## src/rtl/smt_sel_pkg.sv

```systemverilog
package smt_sel_pkg;

  typedef enum logic [2:0] {
    CS_RUN        = 3'd0,
    CS_IDLE       = 3'd1,
    CS_SQUASH     = 3'd2,
    CS_TRAP_WAIT  = 3'd3,
    CS_FTRAP_WAIT = 3'd4
  } commit_st_e;

  localparam logic [1:0] POL_ROTATE = 2'b00;
  localparam logic [1:0] POL_AGE    = 2'b01;
  localparam logic [1:0] POL_AGGR   = 2'b10;

  // Statuses that may commit under the rotating rule.
  function automatic logic rotate_status_ok(input logic [2:0] s);
    return (s == CS_RUN) || (s == CS_IDLE);
  endfunction

  // Statuses that may commit under the age rule (and single-thread mode).
  function automatic logic age_status_ok(input logic [2:0] s);
    return (s == CS_RUN) || (s == CS_IDLE) || (s == CS_FTRAP_WAIT);
  endfunction

endpackage

```

## src/rtl/smt_sel_elig.sv

```systemverilog
module smt_sel_elig
  import smt_sel_pkg::*;
#(
  parameter int NT = 4
) (
  input  logic [NT-1:0][2:0] status_i,
  input  logic [NT-1:0]      head_rdy_i,
  input  logic [NT-1:0]      rob_empty_i,
  output logic [NT-1:0]      rot_elig_o,
  output logic [NT-1:0]      age_elig_o,
  output logic [NT-1:0]      st_only_o
);

  for (genvar t = 0; t < NT; t++) begin : g_thr
    assign st_only_o[t]  = age_status_ok(status_i[t]);
    assign rot_elig_o[t] = rotate_status_ok(status_i[t]) & head_rdy_i[t];
    assign age_elig_o[t] = st_only_o[t] & head_rdy_i[t] & ~rob_empty_i[t];
  end

endmodule

```

## src/rtl/smt_sel_rotate.sv

```systemverilog
module smt_sel_rotate #(
  parameter int NT    = 4,
  parameter int TID_W = 2
) (
  input  logic             clk,
  input  logic             rst_n,
  input  logic [NT-1:0]    elig_i,
  input  logic             take_i,
  output logic             vld_o,
  output logic [TID_W-1:0] tid_o
);

  logic [NT-1:0][TID_W-1:0] order_q, order_d;
  logic [TID_W-1:0]         pos;
  logic                     adv_en;

  // Pick: first eligible entry in list order.
  always_comb begin
    vld_o = 1'b0;
    tid_o = '0;
    pos   = '0;
    for (int p = 0; p < NT; p++) begin
      if (!vld_o && elig_i[order_q[p]]) begin
        vld_o = 1'b1;
        tid_o = order_q[p];
        pos   = TID_W'(p);
      end
    end
  end

  assign adv_en = take_i & vld_o;

  // Next list: close the gap at pos, append winner at the tail.
  always_comb begin
    order_d = order_q;
    for (int i = 0; i < NT - 1; i++) begin
      if (TID_W'(i) >= pos) order_d[i] = order_q[i+1];
    end
    order_d[NT-1] = tid_o;
  end

  always_ff @(posedge clk or negedge rst_n) begin
    if (!rst_n) begin
      for (int i = 0; i < NT; i++) order_q[i] <= TID_W'(i);
    end else if (adv_en) begin
      order_q <= order_d;
    end
  end

  logic [NT-1:0] present;
  always_comb begin
    present = '0;
    for (int i = 0; i < NT; i++) present[order_q[i]] = 1'b1;
  end

  assert_list_perm_R3: assert property (@(posedge clk) disable iff (!rst_n)
    $countones(present) == NT);

  assert_winner_tail_R3: assert property (@(posedge clk) disable iff (!rst_n)
    adv_en |=> order_q[NT-1] == $past(tid_o));

  assert_list_hold_R4: assert property (@(posedge clk) disable iff (!rst_n)
    !adv_en |=> $stable(order_q));

  assert_pick_elig_R2: assert property (@(posedge clk) disable iff (!rst_n)
    vld_o |-> elig_i[tid_o]);

endmodule

```

## src/rtl/smt_sel_age.sv

```systemverilog
module smt_sel_age #(
  parameter int NT    = 4,
  parameter int SEQ_W = 16,
  parameter int TID_W = 2
) (
  input  logic [NT-1:0]            elig_i,
  input  logic [NT-1:0][SEQ_W-1:0] seq_i,
  output logic                     vld_o,
  output logic [TID_W-1:0]         tid_o
);

  logic [SEQ_W-1:0] best;

  // Strictly-smaller replacement keeps the lowest index on ties.
  always_comb begin
    vld_o = 1'b0;
    tid_o = '0;
    best  = '0;
    for (int i = 0; i < NT; i++) begin
      if (elig_i[i] && (!vld_o || seq_i[i] < best)) begin
        vld_o = 1'b1;
        tid_o = TID_W'(i);
        best  = seq_i[i];
      end
    end
  end

endmodule

```

## src/rtl/smt_commit_sel.sv

```systemverilog
module smt_commit_sel
  import smt_sel_pkg::*;
#(
  parameter int  NT    = 4,
  parameter int  SEQ_W = 16,
  localparam int TID_W = (NT > 1) ? $clog2(NT) : 1
) (
  input  logic                clk,
  input  logic                rst_n,
  input  logic [1:0]          policy_i,
  input  logic [NT*3-1:0]     status_i,
  input  logic [NT-1:0]       head_rdy_i,
  input  logic [NT-1:0]       rob_empty_i,
  input  logic [NT*SEQ_W-1:0] head_seq_i,
  input  logic                grant_take_i,
  output logic                sel_vld_o,
  output logic [TID_W-1:0]    sel_tid_o
);

  // Reset: asynchronous assert, synchronous release.
  logic [1:0] rsync_q;
  logic       rst_core_n;
  always_ff @(posedge clk or negedge rst_n) begin
    if (!rst_n) rsync_q <= 2'b00;
    else        rsync_q <= {rsync_q[0], 1'b1};
  end
  assign rst_core_n = rsync_q[1];

  logic [NT-1:0][2:0]       st_a;
  logic [NT-1:0][SEQ_W-1:0] seq_a;
  logic [NT-1:0]            rot_elig, age_elig, st_only;
  logic                     use_rot;

  assign st_a    = status_i;
  assign seq_a   = head_seq_i;
  assign use_rot = (policy_i == POL_ROTATE);

  smt_sel_elig #(.NT(NT)) u_elig (
    .status_i    (st_a),
    .head_rdy_i  (head_rdy_i),
    .rob_empty_i (rob_empty_i),
    .rot_elig_o  (rot_elig),
    .age_elig_o  (age_elig),
    .st_only_o   (st_only)
  );

  if (NT == 1) begin : g_single
    assign sel_vld_o = st_only[0];
    assign sel_tid_o = '0;

    assert_single_status_R9: assert property (@(posedge clk) disable iff (!rst_core_n)
      sel_vld_o == ((st_a[0] == CS_RUN) || (st_a[0] == CS_IDLE) || (st_a[0] == CS_FTRAP_WAIT)));
  end else begin : g_multi
    logic             rot_vld, age_vld;
    logic [TID_W-1:0] rot_tid, age_tid;

    smt_sel_rotate #(.NT(NT), .TID_W(TID_W)) u_rot (
      .clk    (clk),
      .rst_n  (rst_core_n),
      .elig_i (rot_elig),
      .take_i (grant_take_i & use_rot),
      .vld_o  (rot_vld),
      .tid_o  (rot_tid)
    );

    smt_sel_age #(.NT(NT), .SEQ_W(SEQ_W), .TID_W(TID_W)) u_age (
      .elig_i (age_elig),
      .seq_i  (seq_a),
      .vld_o  (age_vld),
      .tid_o  (age_tid)
    );

    assign sel_vld_o = use_rot ? rot_vld : age_vld;
    assign sel_tid_o = use_rot ? rot_tid : age_tid;

    logic older_seen, tie_lower;
    always_comb begin
      older_seen = 1'b0;
      tie_lower  = 1'b0;
      for (int i = 0; i < NT; i++) begin
        if (age_elig[i] && seq_a[i] < seq_a[sel_tid_o]) older_seen = 1'b1;
        if (age_elig[i] && seq_a[i] == seq_a[sel_tid_o] && TID_W'(i) < sel_tid_o)
          tie_lower = 1'b1;
      end
    end

    assert_rot_grant_ok_R1: assert property (@(posedge clk) disable iff (!rst_core_n)
      (use_rot && sel_vld_o) |->
        (((st_a[sel_tid_o] == CS_RUN) || (st_a[sel_tid_o] == CS_IDLE)) && head_rdy_i[sel_tid_o]));

    assert_age_grant_ok_R6: assert property (@(posedge clk) disable iff (!rst_core_n)
      (!use_rot && sel_vld_o) |-> (!rob_empty_i[sel_tid_o] && head_rdy_i[sel_tid_o] && !older_seen));

    assert_age_tie_low_R7: assert property (@(posedge clk) disable iff (!rst_core_n)
      (!use_rot && sel_vld_o) |-> !tie_lower);
  end

  assert_idle_zero_R8: assert property (@(posedge clk) disable iff (!rst_core_n)
    !sel_vld_o |-> (sel_tid_o == '0));

endmodule

```

## config.mk

```make
export PLATFORM = sky130hd
export DESIGN_NAME = smt_commit_sel
export DESIGN_NICKNAME = d
export VERILOG_FILES = /design/src/rtl/smt_sel_pkg.sv /design/src/rtl/smt_sel_elig.sv /design/src/rtl/smt_sel_rotate.sv /design/src/rtl/smt_sel_age.sv /design/src/rtl/smt_commit_sel.sv
export SDC_FILE = /design/constraint.sdc
export NUM_CORES = 1
export LEC_CHECK = 0
export BUFFER_PORTS_ARGS = -buffer_cell sky130_fd_sc_hd__buf_2
export CAP_MARGIN = 20
export CELL_PAD_IN_SITES_DETAIL_PLACEMENT = 0
export CELL_PAD_IN_SITES_GLOBAL_PLACEMENT = 2
export CORE_AREA = 8 8 108 110
export DETAILED_ROUTE_END_ITERATION = 6
export DIE_AREA = 0 0 116 118
export GPL_TIMING_DRIVEN = 0
export PLACE_DENSITY = 0.86
export SYNTH_ARGS = -nofsm -noshare
export SYNTH_HDL_FRONTEND = slang
export SYNTH_SLANG_ARGS = --single-unit
```

## constraint.sdc

```tcl
create_clock -name clk -period 12 [get_ports clk]
set_clock_uncertainty 0.2 [all_clocks]
set_input_delay 3 -clock clk [delete_from_list [all_inputs] [get_ports clk]]
set_output_delay 3 -clock clk [all_outputs]
set_load 0.02 [all_outputs]
```

* After elaboration in Yosys (flattened, before gate mapping) *
Cells that the tools add are included.

cells by class
  add/subtract/negate cells = 0
  multipliers = 0
  div/mod/pow operators = 0
  $lt $le $gt $ge = 10
  eq/ne operators = 8
  shift operators = 0
  muxes and demuxes = 31
  bitwise gates (word level) = 18
  reductions and logical operators = 31

operators by type and width
  operator            number
  $lt 16x16->1        3
  $mux 16             3
  $mux 2              9
  $mux 1              15
  $and 1x1->1         14
  $eq 3x1->1 const B  4
  $eq 3x3->1 const B  4
  $logic_not 3->1     4
  $lt 2x3->1 const B  4
  $logic_or 1x1->1    11
  $bmux 1 s2          4
  $logic_and 1x1->1   6
  $logic_not 1->1     6
  $reduce_and 2->1    3
  $ge 1x2->1 const A  2
  $not 1->1           4
  $ge 2x2->1 const A  1
  $logic_not 2->1     1

word-level totals
  flip-flop bits (word level) = 10
  latch bits = 0
  memory bits (writable) = 0
  memory bits (read-only) = 0
  bits of input ports = 89
  logic and storage cells = 103
  memories kept = 0

* Longest topological paths before layout *
Gate-level depths: netlist of the first run.

  word-level depth = 19
  mapped depth = 32

* Hierarchy *
From an unflattened synthesis of the first run, not the netlist that was laid out.

second synthesis, totals
  cells, all modules = 289
  area, all modules = 2469.9 um2

by module, submodules not included
  module          times used  cells an instance  area an instance (um2)  sequential area each (um2)
  smt_sel_age     1           222                1676.6                  0.0
  smt_sel_rotate  1           43                 536.8                   205.2
  smt_sel_elig    1           16                 140.1                   0.0
  smt_commit_sel  1           8                  116.4                   50.0

* Least setup slack after synthesis of the first run *
No wires, ideal clock.

  path kind = input-to-output
  from = input port status_i[1]
  to = output port sel_tid_o[1]
  data arrival time = 9.509 ns
  required time = 8.800 ns
  path slack = -0.709 ns
  stages on the path = 31
  path buffers = 5
  cells stage by stage = nand2b_1 -> nor3b_1 -> clkbuf_1 -> clkbuf_1 -> nand2_1 -> ha_1 -> a211oi_1 -> o211ai_1 -> a21oi_1 -> o21ai_0 -> nand2_1 -> buf_2 -> mux2i_1 -> inv_1 -> ha_1 -> a211oi_1 -> o21ai_0 -> a211oi_1 -> a31oi_1 -> a21boi_0 -> buf_2 -> buf_2 -> mux2i_1 -> ha_1 -> a21o_1 -> a21o_1 -> a2111oi_0 -> o2111ai_1 -> a41oi_1 -> o21bai_1 -> a21oi_1

on the way
  longest elaborated chain between the ends = 19
  elaborated cells on any way between the ends = 50
  those cells by class = order compare (3); eq/ne (2); mux (24); bitwise (3); reduce/logical (18)

RTL lines
  item                                                    RTL line                              text
  start, declared                                         smt_commit_sel.sv:11                  input logic [NT*3-1:0] status_i,
  $eq 3x1->1 / $logic_not 3->1 (equally long branches)    smt_sel_pkg.sv:17, smt_sel_pkg.sv:22
  $logic_or 1x1->1                                        smt_sel_pkg.sv:17, smt_sel_pkg.sv:22
  $logic_or 1x1->1                                        smt_sel_pkg.sv:22                     return (s == CS_RUN) || (s == CS_IDLE) || (s == CS_FTRAP_WAIT);
  $and 1x1->1 (2 in series)                               smt_sel_elig.sv:17                    assign age_elig_o[t] = st_only_o[t] & head_rdy_i[t] & ~rob_empty_i[t];
  $mux 16 / $mux 1 (equally long branches)                smt_sel_age.sv:20                     if (elig_i[i] && (!vld_o || seq_i[i] < best)) begin
  $lt 16x16->1 / $logic_not 1->1 (equally long branches)  smt_sel_age.sv:20
  $logic_or 1x1->1                                        smt_sel_age.sv:20
  $logic_and 1x1->1                                       smt_sel_age.sv:20
  [2 not listed]                                          --
  $logic_or 1x1->1                                        smt_sel_age.sv:20
  $logic_and 1x1->1                                       smt_sel_age.sv:20
  $mux 16 / $mux 1 (equally long branches)                smt_sel_age.sv:20
  $lt 16x16->1 / $logic_not 1->1 (equally long branches)  smt_sel_age.sv:20
  $logic_or 1x1->1                                        smt_sel_age.sv:20
  $logic_and 1x1->1                                       smt_sel_age.sv:20
  $mux 2                                                  smt_sel_age.sv:20
  $mux 2 (*)                                              smt_commit_sel.sv:74                  assign sel_tid_o = use_rot ? rot_tid : age_tid;
  end, declared                                           smt_commit_sel.sv:17                  output logic [TID_W-1:0] sel_tid_o

Mark *: on every way between the ends. The rest lies on a longest branch, timed or not. The select of a mux whose other input is x is not followed.

* Worst setup path in the final report of the first run *
Same ends and word-level chain as after synthesis.

==> impl_metrics.yaml, run 1 <==
setup_path:
  arrival_ns: 8.83
  crit_required_ns: 8.80
  cp-end-kind: "output pin"
  critPathLaunch: "status_i[1]"
  r2r-start: "g_multi.u_rot.order_q[0]$_DFFE_PN0P_"
  r2r_cells: 5
  cp-endpoint: "sel_tid_o[1]"
  reg2reg_slack_ns: 9.60
  rr_endpoint: "g_multi.u_rot.order_q[4]$_DFFE_PN0P_"
  critPathMaxStageDelay_ns: 0.45
  start_kind: "input port"
  path_max_fanout: 7
  criticalPathCategory: "input port to output pin"
  slowest_stage: "a2111oi_4"
die:
  io_pins: 92
  die_w_um: 116
  start_util_pct: 24.2
  die_y_um: 118
  rows: 37
  core_area_mm2: 0.0100
  dieArea_mm2: 0.0137
synthesis:
  syn_inst: 301
  synthFlopType: "dfrtp_1"
  synth_seq_cells: 10
  synth_nets: 435
  synth-edff-count: 0
  avgSynthCellArea_um2: 8.06
  yosysSeqAreaShare_pct: 10.5
  syn_area_mm2: 0.00242
  ys_types: 52
  yosys_warnings: 0
  async_reset_ff_share_pct: 100
drt:
  route.met2.wl_um: 4570
  route.met3.wl_um: 709
  routed_wl_um: 8960
  post_drt_wl_per_cell_um: 16.1
  wl_met1_um: 3530
  routed-via-count: 2706
  ant_nets: 0
  top_layer_used: "met5"
  drt_iter0_markers: 117
  drcViolationCount: 0
  via_per_inst: 4.88
  drtPass1Iterations: 5
sta:
  worst_slew_pin_slew_ns: 0.590
  hold_viol_final: 0
  fin_crit_ns: 12.03
  max-slew-margin-rel_pct: 60.7
  timing.final.ws_setup_ns: -0.0299
  fmax_mhz: 83.1
  fin_crit_sh_pct: 100
  rsz0062_at_grt: "true"
  slew_viol_final: 0
  setup_viol: 2
final_layout:
  fin_area_mm2: 0.00393
  layout.nets: 554
  syn2layout_area_growth_pct: 62.2
  layout-drive-gt1-share_pct: 51.8
  fillers: 1014
  finalNonFillerCells: 555
  antenna_cells: 0
status:
  status: "complete, but fails checks"
  violations: "negative setup slack"
placement:
  gp_congestion: 0.883
  placed_area_mm2: 0.00308
  dpl.hpwl_um: 7280
  port_buffers: 91
  dp.cells: 528
min_path:
  hp-class: "flip-flop to async pin"
cts:
  ctsHtreeMaxLevel: 1
  cts-root-buf: "clkbuf_8"
  tritoncts: "done"
  cts_buffer_depth: 2
  worstSkewPairLatency_ns: 0.24
  numCtsBuffers: 3
  cts.sink_count: 10
  clkSlewWorstSetupHoldPaths_ns: 0.05
global_routing:
  grt_pass1_wl_um: 14000
  track_usage_pct: 12.6
  antenna_found_initial: 1
  grt_max_degree: 11
  grt_pass1_vias: 2949
  grt-ovfl-total: 0
job:
  timing.max_cap.violations: 0
power:
  ir_drop_uv: 26.1
  p_leak_nw: 1.74
  p_per_area_mw_per_mm2: 50.0
sequential cells by signal, summed over array words and instances, names as in the netlist:
register	cells
rsync_q	2
g_multi.u_rot.order_q	8
worst min-delay path by stage:
stage	start	to	depth (start not counted)
after floorplan	rsync_q[1]$_DFF_PN0_	g_multi.u_rot.order_q[0]$_DFFE_PN0P_	0
after global routing	rsync_q[1]$_DFF_PN0_	g_multi.u_rot.order_q[6]$_DFFE_PN1P_	0
after CTS	rsync_q[1]$_DFF_PN0_	g_multi.u_rot.order_q[6]$_DFFE_PN1P_	0
after detailed placement	rsync_q[1]$_DFF_PN0_	g_multi.u_rot.order_q[3]$_DFFE_PN0P_	0
final	rsync_q[1]$_DFF_PN0_	g_multi.u_rot.order_q[6]$_DFFE_PN1P_	0
after global placement	rsync_q[1]$_DFF_PN0_	g_multi.u_rot.order_q[3]$_DFFE_PN0P_	0
critical path: cells and delay by family:
| kind | cells | cell delay (ns) |
|---|---|---|
| and+or+nand+nor | 6 | 0.86 |
| buffers and inverters | 7 | 0.99 |
| AOI/OAI and AO/OA | 14 | 2.80 |
| muxes | 2 | 0.46 |
| adders and majority gates | 3 | 0.71 |
cell usage after synthesis (all sizes together), types with 4 or more instances:
| cell type | count | area, µm² |
|---|---|---|
| mux2 | 7 | 82.6 |
| ha | 45 | 563 |
| nand4 | 6 | 37.5 |
| mux2i | 37 | 370 |
| inv | 37 | 139 |
| nand3 | 6 | 30.0 |
| a21o | 7 | 52.6 |
| nand2 | 32 | 120 |
| dfrtp | 6 | 150 |
| a21oi | 14 | 70.1 |
| nor2 | 13 | 48.8 |
| o211ai | 4 | 30.0 |
| or3b | 4 | 42.5 |
| o21ai | 12 | 60.1 |
| a211oi | 10 | 75.1 |
| nor3 | 7 | 35.0 |
| dfstp | 4 | 105 |
power breakdown:
group | internal [mW] | switching (mW) | leakage, nW
clock network | 0.0288 | 0.0131 | 0.0288
registers | 0.0346 | 0.000604 | 0.120
logic | 0.0610 | 0.0587 | 1.60
total | 0.124 | 0.0724 | 1.74
cell usage in the layout, fill, tap and decap left out, drive strengths merged, types with 3 or more instances in the layout:
cell type and n:
buf 116, ha 45, inv 37, mux2i 37, nand2 32, a21oi 14, nor2 13, o21ai 12
a211oi 10, a21o 7, mux2 7, nor3 7, nand4 6, nand3 6, dfrtp 6, clkbuf 6
o211ai 4, dfstp 4, or3b 4, a211o 3, nor3b 3, or2 3, and3 3
per-stage QoR:
step	worst slack, ns	hold WS, ns	util [%]	power (mW)	setup TNS (ns)
final	-0.0299	0.0806	39.3	0.197	-0.0567
after global routing	-0.365	0.123	39.3	0.213	-0.731
after CTS	-0.0196	0.0913	36.2	0.185	-0.0196
after detailed placement	-1.34	-0.0766	30.8	0.122	-2.67
after global placement	-1.34	-0.0802	30.8	0.120	-2.64
after floorplan	0.00918	-0.108	-	0.0886	0
layer usage:
metal,GRT usage [%],up-vias
met5,0,-
met4,2.27,2
met3,2.67,11
met2,22.9,77
met1,14.6,1253
li1,-,1363
logic make-up after synthesis:
| family | after synthesis | synth area share, % |
|---|---|---|
| buffers and inverters | 43 | 6.81 |
| other | 1 | 0.155 |
| and+or+nand+nor | 89 | 19.5 |
| adders and majority gates | 45 | 23.2 |
| DFF | 10 | 10.5 |
| muxes | 46 | 20.7 |
| AOI/OAI and AO/OA | 67 | 19.1 |
final cells by class:
type / count / area [µm²] / share of cell area [%]
Multi-Input combinational cell: 248 / 2520 / 64.2
Sequential cell: 10 / 255 / 6.49
Timing Repair Buffer: 114 / 703 / 17.9
Buffer: 6 / 87.6 / 2.23
Tap cell: 136 / 170 / 4.33
Clock buffer: 4 / 55.1 / 1.40
Inverter: 37 / 139 / 3.53
timing repair:
action / 4_1_cts / 5_1_grt
setup buffers: 13 / 6
cloned: 2 / 1
hold buffers: 1 / 0
setup endpoints to repair: 2 / 2
gates resized for setup: 69 / 46
hold endpoints to repair: 4 / 0
pin swaps: 20 / 21
Power figures use the tool's default switching activity.
==> inputs of run 2 (changes only) <==
SETUP_SLACK_MARGIN = 0.02   (was unset)
==> run 2 against run 1 <==
Net effect: the flow still finishes with violations (negative setup slack); combinational power barely moved; fmax is 0.11% lower; first-iteration DRC count shrank 5.1%; worst hold slack worse by 0.0026 ns; wire length rose by 0.55%; global-route usage is essentially flat; utilization is 0.43 points higher; non-clock buffer count increased by 2; critical path depth increased by 2; sequential power about the same.
==> impl_metrics.yaml, run 2 (synthesis gave the netlist of run 1 again) <==
status:
  status: "complete, but fails checks"
  violations: "negative setup slack"
global_routing:
  grt_max_degree: 11
  met2_usage_pct: 22.9
  busiest_layer: "met2"
  track_usage_pct: 12.6
  grt-ovfl-total: 0
  grt_pass1_wl_um: 14000
  antenna_found_initial: 1
  grt_use_met1_pct: 14.6
  gr-usage-met3_pct: 2.67
  grt_pass1_vias: 2949
setup_path:
  criticalPathCategory: "input port to output pin"
  crit_required_ns: 8.80
  arrival_ns: 8.84
  rr_endpoint: "g_multi.u_rot.order_q[4]$_DFFE_PN0P_"
  critPathMaxStageDelay_ns: 0.45
  r2r-start: "g_multi.u_rot.order_q[0]$_DFFE_PN0P_"
  r2r_cells: 5
  reg2reg_slack_ns: 9.59
  slowest_stage: "a2111oi_4"
  start_kind: "input port"
  path_max_fanout: 7
  cp-end-kind: "output pin"
final_layout:
  final_common_cell: "buf_2"
  final_cell_mix: "buf_2 (88), inv_1 (32), ha_1 (29)"
  reg_top3: "g_multi.u_rot.order_q x8, rsync_q x2"
  fillers: 1026
  regMostFlops: "g_multi.u_rot.order_q"
  antenna_cells: 0
  syn2layout_area_growth_pct: 64.0
  fin_area_mm2: 0.00398
  layout.nets: 556
  largest_register_ffs: 8
  layout-drive-gt1-share_pct: 51.8
sta:
  holdWs_ns: 0.0779
  worst_slew_pin_slew_ns: 0.591
  setup_viol: 2
  timing.final.ws_setup_ns: -0.0435
  setup_tns_ns: -0.0848
  rsz0062_at_grt: "true"
  fin_crit_sh_pct: 100
  hold_viol_final: 0
  slew_viol_final: 0
  fin_crit_ns: 12.04
  fmax_mhz: 83.0
  max-slew-margin-rel_pct: 60.6
die:
  die_y_um: 118
  io_pins: 92
  die_w_um: 116
  dieArea_mm2: 0.0137
  start_util_pct: 24.2
  core_area_mm2: 0.0100
  rows: 37
cts:
  tritoncts: "done"
  cts_buffer_depth: 2
  ctsHtreeMaxLevel: 1
  worstSkewPairLatency_ns: 0.24
  cts-root-buf: "clkbuf_8"
  cts.sink_count: 10
  numCtsBuffers: 3
  clkSlewWorstSetupHoldPaths_ns: 0.05
drt:
  drtPass1Iterations: 4
  routed_wl_um: 9010
  ant_nets: 0
  routed-via-count: 2714
  drt_iter0_markers: 111
  drcViolationCount: 0
  post_drt_wl_per_cell_um: 16.2
  via_per_inst: 4.87
job:
  timing.max_cap.violations: 0
power:
  p_total_uw: 199
  ir_drop_uv: 26.5
  p_leak_nw: 1.76
  p_per_area_mw_per_mm2: 49.9
placement:
  gp_congestion: 0.883
  placed_area_mm2: 0.00308
  dpl.hpwl_um: 7280
  port_buffers: 91
min_path:
  hp-class: "flip-flop to async pin"
[run 2: changes by cell type in the layout (fill, tap and decap cells not counted), moves of 2 or more]
cell | previous run | this run
buf_6 | 3 | 5
buf_4 | 19 | 21
nand2_2 | 9 | 6
nand2_1 | 21 | 23
[run 2: metrics by stage]
step           utilization, %  worst slack, ns  instances
2_1_floorplan               -          0.00918        301
3_3_place_gp             30.8            -1.34        528
3_5_place_dp             30.8            -1.34        528
4_1_cts                  36.3          -0.0196        548
5_1_grt                  39.8           -0.366        557
6_report                 39.8          -0.0435        557
[run 2: worst max-delay path by stage]
stage | startpoint | to | slack, ns | depth (start not counted)
final | status_i[1] | sel_tid_o[1] | -0.04 | 34
after detailed placement | status_i[1] | sel_tid_o[1] | -1.34 | 33
after global routing | status_i[1] | sel_tid_o[1] | -0.37 | 33
after CTS | status_i[1] | sel_tid_o[1] | -0.02 | 32
after global placement | status_i[1] | sel_tid_o[1] | -1.34 | 33
after floorplan | status_i[1] | sel_tid_o[1] | 0.009 | 31
[run 2: per-layer routing]
layer,share of wire [%],vias to the layer above
li1,-,1362
met1,40,1262
met2,50,73
met3,7.5,15
met4,1.7,2
met5,0.14,-
[run 2: what timing repair did]
item,4_1_cts,5_1_grt
setup buffers,13,8
hold buffers,1,0
hold endpoints to repair,4,0
pin swaps,21,26
cloned,2,1
gates resized for setup,70,48
setup endpoints to repair,2,2
[run 2: area by class of cell]
type                    instances  area [µm²]  area share, %
flip-flops and latches         10         255           6.42
well taps                     136         170           4.28
inverters                      37         139           3.49
plain buffers                   6        87.6           2.20
multi-input cells             248        2550           64.2
clock buffers                   4        55.1           1.38
repair buffers                116         718           18.1
[run 2: where the power goes]
part | total (mW) | internal (mW) | switching [mW]
clock network | 0.0420 | 0.0288 | 0.0132
registers | 0.0352 | 0.0346 | 0.000589
logic | 0.121 | 0.0619 | 0.0594
total | 0.199 | 0.125 | 0.0732
[run 2: worst max-delay path: cells and delay by family]
kind / cells / cell delay, ns
AOI/OAI and AO/OA: 14 / 2.78
and+or+nand+nor: 7 / 0.97
buffers and inverters: 8 / 1.08
adders and majority gates: 3 / 0.65
muxes: 2 / 0.34
